[src/rtl/fpsi_pkg.sv]
package fpsi_pkg;

  localparam int unsigned NUM_STAGES = 8;
  localparam int unsigned NUM_CLS    = 5;
  localparam int unsigned OP_W       = 3;

  // stage bit positions in a reservation mask
  localparam int unsigned ST_U = 0;
  localparam int unsigned ST_S = 1;
  localparam int unsigned ST_A = 2;
  localparam int unsigned ST_R = 3;
  localparam int unsigned ST_E = 4;
  localparam int unsigned ST_M = 5;
  localparam int unsigned ST_N = 6;
  localparam int unsigned ST_D = 7;

  typedef logic [NUM_STAGES-1:0] stage_mask_t;

  typedef enum logic [2:0] {
    CLS_ADD = 3'd0,
    CLS_MUL = 3'd1,
    CLS_DIV = 3'd2,
    CLS_NEG = 3'd3,
    CLS_CMP = 3'd4
  } op_cls_e;

  function automatic stage_mask_t bit_of(input int unsigned s);
    stage_mask_t m;
    m = '0;
    m[s] = 1'b1;
    return m;
  endfunction

  // codes above the last class fold onto negate
  function automatic op_cls_e decode_op(input logic [OP_W-1:0] code);
    case (code)
      3'd0:    return CLS_ADD;
      3'd1:    return CLS_MUL;
      3'd2:    return CLS_DIV;
      3'd4:    return CLS_CMP;
      default: return CLS_NEG;
    endcase
  endfunction

  function automatic int unsigned cls_latency(input op_cls_e c, input int unsigned div_d);
    case (c)
      CLS_ADD: return 4;
      CLS_MUL: return 8;
      CLS_DIV: return 9 + div_d;
      CLS_CMP: return 3;
      default: return 2;
    endcase
  endfunction

  // stages a class occupies 'step' cycles after its request cycle
  function automatic stage_mask_t stage_use(input op_cls_e c, input int unsigned step,
                                            input int unsigned div_d);
    stage_mask_t m;
    int unsigned k;
    m = '0;
    case (c)
      CLS_ADD: begin
        case (step)
          0: m = bit_of(ST_U);
          1: m = bit_of(ST_S) | bit_of(ST_A);
          2: m = bit_of(ST_A) | bit_of(ST_R);
          3: m = bit_of(ST_R) | bit_of(ST_S);
          default: m = '0;
        endcase
      end
      CLS_MUL: begin
        case (step)
          0: m = bit_of(ST_U);
          1: m = bit_of(ST_E) | bit_of(ST_M);
          2, 3, 4: m = bit_of(ST_M);
          5: m = bit_of(ST_N);
          6: m = bit_of(ST_N) | bit_of(ST_A);
          7: m = bit_of(ST_R);
          default: m = '0;
        endcase
      end
      CLS_DIV: begin
        if (step == 0) m = bit_of(ST_U);
        else if (step == 1) m = bit_of(ST_A);
        else if (step == 2) m = bit_of(ST_R);
        else if (step < 3 + div_d) m = bit_of(ST_D);
        else begin
          k = step - 3 - div_d;
          case (k)
            0, 2: m = bit_of(ST_D) | bit_of(ST_A);
            1, 3: m = bit_of(ST_D) | bit_of(ST_R);
            4: m = bit_of(ST_A);
            5: m = bit_of(ST_R);
            default: m = '0;
          endcase
        end
      end
      CLS_CMP: begin
        case (step)
          0: m = bit_of(ST_U);
          1: m = bit_of(ST_A);
          2: m = bit_of(ST_R);
          default: m = '0;
        endcase
      end
      default: begin
        case (step)
          0: m = bit_of(ST_U);
          1: m = bit_of(ST_S);
          default: m = '0;
        endcase
      end
    endcase
    return m;
  endfunction

endpackage

[src/rtl/fpsi_pattern_rom.sv]
module fpsi_pattern_rom #(
  parameter int unsigned DEPTH = 36,
  parameter int unsigned DIV_D = 27
) (
  input  fpsi_pkg::op_cls_e cls_i,
  output logic [DEPTH-1:0][fpsi_pkg::NUM_STAGES-1:0] pat_o
);
  // one row of stage use per future cycle of the requested class
  for (genvar j = 0; j < DEPTH; j++) begin : g_step
    assign pat_o[j] = fpsi_pkg::stage_use(cls_i, j, DIV_D);
  end
endmodule

[src/rtl/fpsi_resv_table.sv]
module fpsi_resv_table #(
  parameter int unsigned DEPTH = 36
) (
  input  logic clk,
  input  logic rst,
  input  logic [DEPTH-1:0][fpsi_pkg::NUM_STAGES-1:0] pat_i,
  input  logic commit_i,
  output logic conflict_o
);
  localparam int unsigned W = fpsi_pkg::NUM_STAGES;

  // occ_q[j]: stages promised for the cycle j steps from now
  logic [DEPTH-1:0][W-1:0] occ_q;
  logic [DEPTH-1:0][W-1:0] occ_d;
  logic [DEPTH-1:0]        hit;

  for (genvar j = 0; j < DEPTH; j++) begin : g_row
    assign hit[j] = |(pat_i[j] & occ_q[j]);
    if (j < DEPTH - 1) begin : g_mid
      assign occ_d[j] = occ_q[j+1] | (commit_i ? pat_i[j+1] : '0);
    end else begin : g_last
      assign occ_d[j] = '0;
    end
  end

  assign conflict_o = |hit;

  always_ff @(posedge clk) begin
    if (rst) occ_q <= '0;
    else     occ_q <= occ_d;
  end
endmodule

[src/rtl/fpsi_cpl_track.sv]
module fpsi_cpl_track #(
  parameter int unsigned DIV_D = 27
) (
  input  logic clk,
  input  logic rst,
  input  logic fire_i,
  input  fpsi_pkg::op_cls_e cls_i,
  output logic [fpsi_pkg::NUM_CLS-1:0] done_o
);
  for (genvar c = 0; c < fpsi_pkg::NUM_CLS; c++) begin : g_cls
    localparam fpsi_pkg::op_cls_e CLS = fpsi_pkg::op_cls_e'(3'(c));
    localparam int unsigned LAT = fpsi_pkg::cls_latency(CLS, DIV_D);
    logic [LAT-1:0] sr_q;
    logic           start;

    assign start = fire_i && (cls_i == CLS);

    always_ff @(posedge clk) begin
      if (rst) sr_q <= '0;
      else     sr_q <= {start, sr_q[LAT-1:1]};
    end

    assign done_o[c] = sr_q[0];
  end
endmodule

[src/rtl/fp_stage_issue.sv]
module fp_stage_issue #(
  parameter int unsigned DIV_D_CYCLES = 27
) (
  input  logic       clk,
  input  logic       rst,
  input  logic       req_valid_i,
  input  logic [2:0] req_op_i,
  output logic       grant_o,
  output logic       stall_o,
  output logic [4:0] done_o
);
  // longest pattern is the divide; it also covers the 8-step multiply
  localparam int unsigned DEPTH = 9 + DIV_D_CYCLES;
  localparam int unsigned W     = fpsi_pkg::NUM_STAGES;

  fpsi_pkg::op_cls_e       cls;
  logic [DEPTH-1:0][W-1:0] pat;
  logic                    conflict;
  logic                    issue;
  logic                    grant_q;
  logic                    stall_q;

  assign cls   = fpsi_pkg::decode_op(req_op_i);
  assign issue = req_valid_i && !conflict;

  fpsi_pattern_rom #(.DEPTH(DEPTH), .DIV_D(DIV_D_CYCLES)) u_rom (
    .cls_i (cls),
    .pat_o (pat)
  );

  fpsi_resv_table #(.DEPTH(DEPTH)) u_table (
    .clk        (clk),
    .rst        (rst),
    .pat_i      (pat),
    .commit_i   (issue),
    .conflict_o (conflict)
  );

  fpsi_cpl_track #(.DIV_D(DIV_D_CYCLES)) u_cpl (
    .clk    (clk),
    .rst    (rst),
    .fire_i (issue),
    .cls_i  (cls),
    .done_o (done_o)
  );

  always_ff @(posedge clk) begin
    if (rst) begin
      grant_q <= 1'b0;
      stall_q <= 1'b0;
    end else begin
      grant_q <= issue;
      stall_q <= req_valid_i && conflict;
    end
  end

  assign grant_o = grant_q;
  assign stall_o = stall_q;
endmodule

[config.mk]
export PLATFORM = sky130hd
export DESIGN_NAME = fp_stage_issue
export DESIGN_NICKNAME = d
export VERILOG_FILES = /design/src/rtl/fpsi_pkg.sv /design/src/rtl/fpsi_pattern_rom.sv /design/src/rtl/fpsi_resv_table.sv /design/src/rtl/fpsi_cpl_track.sv /design/src/rtl/fp_stage_issue.sv
export SDC_FILE = /design/constraint.sdc
export NUM_CORES = 1
export LEC_CHECK = 0
export BUFFER_PORTS_ARGS = -buffer_cell sky130_fd_sc_hd__buf_2
export CAP_MARGIN = 20
export CORE_MARGIN = 5
export CORE_UTILIZATION = 65
export DETAILED_ROUTE_END_ITERATION = 10
export GPL_TIMING_DRIVEN = 0
export MAX_ROUTING_LAYER = met4
export PLACE_DENSITY = 0.88
export SETUP_SLACK_MARGIN = 0.05
export SLEW_MARGIN = 25
export SYNTH_ARGS = -nofsm -noshare
export SYNTH_HDL_FRONTEND = slang
export SYNTH_HIERARCHICAL = 1
export SYNTH_SLANG_ARGS = --single-unit
[constraint.sdc]
create_clock -name clk -period 4.8 [get_ports clk]
set_input_delay 0.24 -clock clk [delete_from_list [all_inputs] [get_ports clk]]
set_output_delay 0.24 -clock clk [all_outputs]
set_load 0.05 [all_outputs]
# Word level (Yosys, flattened, before mapping)
# Index checks and enable logic that the tools add are counted.
[word_totals]
ff_bits = 328
inputBits = 6
out_inout_bits = 7
elab_cells = 156
[op_classes]
n_eq_ne = 7
muxes = 25
n_bitwise = 70
n_reduce_logical = 12
[ops]
columns = ["cell", "n"]
rows = [
  ["281-bit OR reduction", 1],
  ["8-bit OR", 33],
  ["8-bit bitwise AND", 31],
  ["8-bit two-way mux", 11],
  ["8-bit one-hot mux with 2 select lines", 4],
  ["6-bit one-hot mux with 3 select lines", 2],
  ["8-bit one-hot mux with 3 select lines", 1],
  ["6-bit by 8-bit bitwise AND with 8-bit output", 2],
  ["3-bit one-hot mux with 4 select lines", 1],
  ["3-bit by 2-bit equality test with 1-bit output (second input constant)", 3],
  ["3-bit by 8-bit bitwise AND with 8-bit output", 1],
  ["4-bit two-way mux", 2],
  ["1-bit by 8-bit OR with 8-bit output (first input constant)", 1],
  ["1-bit logical AND", 7],
  ["3-bit by 1-bit equality test with 1-bit output (second input constant)", 2],
  ["3-bit equality test (second input constant)", 2],
  ["3-bit logical NOT", 2],
  ["3-bit two-way mux", 2],
  ["6-bit two-way mux", 1],
  ["4-bit by 1-bit bitwise AND with 4-bit output (second input constant)", 1],
  ["2-bit OR reduction", 1],
  ["1-bit logical NOT", 1],
  ["1-bit two-way mux", 1],
  ["1-bit OR", 1],
]

# Depth between registers and ports, before layout
[depth]
ltp_word = 11
mapped_depth = 15
mapped_depth_nobuf = 11

# Hierarchy
# The synthesis kept the hierarchy.
[modules_own_cells]
columns = ["module", "n_inst", "cells_each", "area_per_inst_um2", "seq_area_each_um2"]
rows = [
  ["fpsi_resv_table", 1, 1070, 9688.0, 5605.4],
  ["fpsi_pattern_rom", 1, 293, 2180.8, 0.0],
  ["fpsi_cpl_track", 1, 117, 1501.4, 1061.0],
  ["fp_stage_issue", 1, 8, 95.1, 40.0],
]

# Worst setup path before layout
# No wires, ideal clock.
[synth_path]
path_type = "input to register"
from = "input port req_op_i[2]"
to = "register u_table/occ_q[23] in the netlist's numbering"
setup_time_ns = 0.128
arrival_ns = 4.191
t_required_ns = 4.672
setup_slack_ns = 0.481
cell_stages = 15
path_buffers = 4
path_cell_list = "nor3b_2 buf_2 nor3b_1 buf_4 a22o_1 a221oi_1 nand4_1 nor4_1 nand4_1 or3_1 nor2b_1 clkbuf_1 clkbuf_1 a21oi_1 nor2_1"
[synth_rtl]
columns = ["element", "line", "source"]
rows = [
  ["from (decl)", "fp_stage_issue.sv:7", "input logic [2:0] req_op_i,"],
  ["to (signal assigned)", "fpsi_resv_table.sv:29", "if (rst) occ_q <= '0;"],
  ["to (signal assigned)", "fpsi_resv_table.sv:30", "else occ_q <= occ_d;"],
  ["to (decl)", "fpsi_resv_table.sv:13", "logic [DEPTH-1:0][W-1:0] occ_q;"],
]

==> flow_summary.yaml <==
worst_setup_path:
  worstReg2RegEnd: "u_table/occ_q[4]$_SDFF_PP0_"
  rr_startpoint: "u_table/occ_q[39]$_SDFF_PP0_"
  end_kind: "flip-flop"
  critPathRequiredTime_ns: 5.19
  cp-start-kind: "input pin"
  max_stage_delay_ns: 0.49
  cp_num_cells: 18
  crit_path_top_delay_cell: "or3_1"
  cp_cell_sequence: "buf_2 > nor3b_2 > buf_2 > nor3b_2 > buf_4 > buf_4 > buf_4 > a22o_1 > a221oi_2 > nand4_1 > nor4_1 > nand4_1 > or3_1 > nor2b_4 > clkbuf_1 > clkbuf_2 > a21oi_1 > nor2_1"
  path_max_fanout: 10
  critPathArrivalTime_ns: 4.97
  worst-path-buf-inv: 7
  cp_common_cell: "buf_4"
  crit_family: "simple AND/OR/NAND/NOR gates"
  ff2ff_path_depth: 11
  crit_path_end: "u_table/occ_q[4]$_SDFF_PP0_"
  reg2reg_slack_ns: 1.09
  critPathKind: "input pin to flip-flop"
  crit_start: "req_op_i[1]"
routing:
  drtIter0Drc: 1512
  dr.pass1.iters: 5
  ant_nets: 0
  vias: 11500
  viasPerCell: 5.55
  wire_per_inst_um: 22.0
  remaining_drc_errors: 0
  drt_wl_total_mm: 45.5
placement:
  pre_cts_slack_ns: -1.05
  placed_cell_area_um2: 14800
  hpwl_mm: 33.5
  gp_congestion: 1.05
  numPortBuffers: 12
clock_network:
  clock_sinks: 335
  cts_setup_buffers: 0
  numCtsBuffers: 35
  clock_latency_ns: 0.51
  cts_root_buffer: "clkbuf_16"
  ctsLongestPathBuffers: 3
  tritoncts: "built"
  clk_pin_slew_ns: 0.06
  h-tree-depth: 2
timing:
  fin_crit_sh_pct: 95.3
  fin_ws_ns: 0.224
  clock.fmax_ghz: 0.219
  relSlewSlack_pct: 30.1
  rsz0062_at_grt: "no"
  finalSetupViolations: 0
  tightest_slew_ns: 1.05
  finalSetupTns_ns: 0
  slew_violations: 0
  final_hold_viol_count: 0
  skew_ns: 0.0140
  min_period_ns: 4.58
floorplan:
  initial_core_util_pct: 66.3
  coreArea_um2: 20300
  fp.dieW_um: 154
  ioPinCount: 13
  rows: 52
  fp.dieArea_um2: 23700
  die_h_um: 154
status:
  status: "finished clean"
job:
  maxCapViolCount: 0
global_route:
  track_usage_pct: 39.0
  grt_pass1_wl_mm: 66.5
  antenna_found_initial: 0
  gr-total-overflow: 0
  grt_start_max_net_pins: 16
  grt_pass1_vias: 11000
synthesis:
  synth_seq_cells: 335
  ys_seq_area_share_pct: 49.8
  synth_top_family_by_area: "compound AO/OA/AOI/OAI gates"
  synth_flop_cell: "dfxtp_1"
  syn_inst: 1488
  syn_avg_cell_area_um2: 9.05
  synth_compound_area_share_pct: 19.2
  synth_area_um2: 13500
  synth.area.mux_share_pct: 0
  synth_edf_count: 0
  synthAdderAreaFrac_pct: 0
  ys_warn_count: 6
  async_flop_share_pct: 0
  synth_cell_types: 33
  synthXorXnorAreaFrac_pct: 0.0650
  synth-simple-area-share_pct: 12.9
power:
  leakagePower_uw: 0.00720
  vdd_drop_max_mv: 0.508
  finalPower_uw: 10800
  p_per_area_nw_per_um2: 677
finish:
  fin_nets: 1782
  utilization_pct: 78.9
  syn2layout_area_growth_pct: 19.0
  antenna_cells: 0
  nFillCells: 1410
  fin_area_um2: 16000
  multi_input_area_um2: 5240
  final_cell_mix: "dfxtp_1 (335), buf_4 (289), a21oi_1 (273)"
  layout_commonest_cell: "dfxtp_1"
  seq_area_um2: 6710
  drive_above_1_share_pct: 21.9
worst_hold_path:
  hp-start: "rst"
  hold_path_class: "input pin to flip-flop"
==> stage by stage <==
stage / hold slack (ns) / std cells
floorplan: 0.311 / 1722
finish: 0.106 / 2072
detailed placement: 0.422 / 2008
CTS: 0.0946 / 2072
global route: 0.108 / 2072
global placement: 0.417 / 2004
==> cells by family after synthesis <==
group | after synthesis
AND/OR/NAND/NOR | 381
AO/OA/AOI/OAI | 417
flip-flops | 335
XOR/XNOR | 1
other | 2
buffers and inverters | 352
==> how the worst min path moves through the flow <==
| stage | to | cells after the start | slack (ns) |
|---|---|---|---|
| floorplan | grant_o$_SDFF_PP0_ | 1 | 0.31 |
| global placement | u_cpl/g_cls[0].sr_q[2]$_SDFF_PP0_ | 1 | 0.42 |
| detailed placement | u_cpl/g_cls[2].sr_q[34]$_SDFF_PP0_ | 1 | 0.42 |
| CTS | grant_o$_SDFF_PP0_ | 2 | 0.09 |
| global route | grant_o$_SDFF_PP0_ | 2 | 0.11 |
| finish | grant_o$_SDFF_PP0_ | 2 | 0.11 |
==> metal layers <==
layer	vias up	GRT usage, %	part of all wire [%]
met2	778	57.6	42
met4	0	22.6	7.8
met1	5334	49.9	38
met3	197	7.70	12
li1	5199	-	-
met5	-	-	0
==> final cells by class <==
class,instances,area share [%]
Clock inverter,17,1.34
Clock buffer,46,6.12
Tap cell,270,2.11
Sequential cell,335,41.9
Timing Repair Buffer,17,0.648
Multi-Input combinational cell,1035,32.7
Buffer,352,15.2
==> where the power goes <==
group / switching (uW) / internal [uW]
clock: 1100 / 1710
combinational: 3040 / 1280
sequential: 377 / 3340
==> cell usage after synthesis (2+ instances only) <==
library cell	instances	area, um2
dfxtp_1	335	6710
buf_4	286	2150
a21oi_1	273	1370
nor2_1	272	1020
a22oi_1	62	465
clkbuf_1	57	214
nor2b_1	50	313
a22o_1	39	342
a221oi_1	31	272
nand4_1	21	131
a221oi_2	8	120
and2_1	8	50.1
nand3_1	7	35.0
nor4_1	6	37.5
buf_2	4	20.0
nor3b_1	4	30.0
buf_1	3	11.3
a21o_1	2	15.0
buf_6	2	22.5
conb_1	2	7.51
nor3_1	2	10.0
nor3b_2	2	25.0
nor4b_1	2	17.5
==> worst register-to-register path: cells and delay by family, from the launching register on <==
family / cells / cell delay (ns)
AO/OA/AOI/OAI: 3 / 0.77
buffers and inverters: 2 / 0.73
flip-flops: 1 / 0.32
AND/OR/NAND/NOR: 6 / 1.79
==> state kept, by name (all words and copies together), names as in the netlist <==
name              cells
u_cpl/g_cls.sr_q     53
grant_o               1
stall_o               1
u_table/occ_q       280
==> what timing repair did <==
action                                  in CTS  in global routing
endpoints found under the setup margin      52                 45
hold buffers                                 1                  0
resized for setup                           13                  8
endpoints found under the hold margin        1                  0
(Power assumes the default switching activity.)
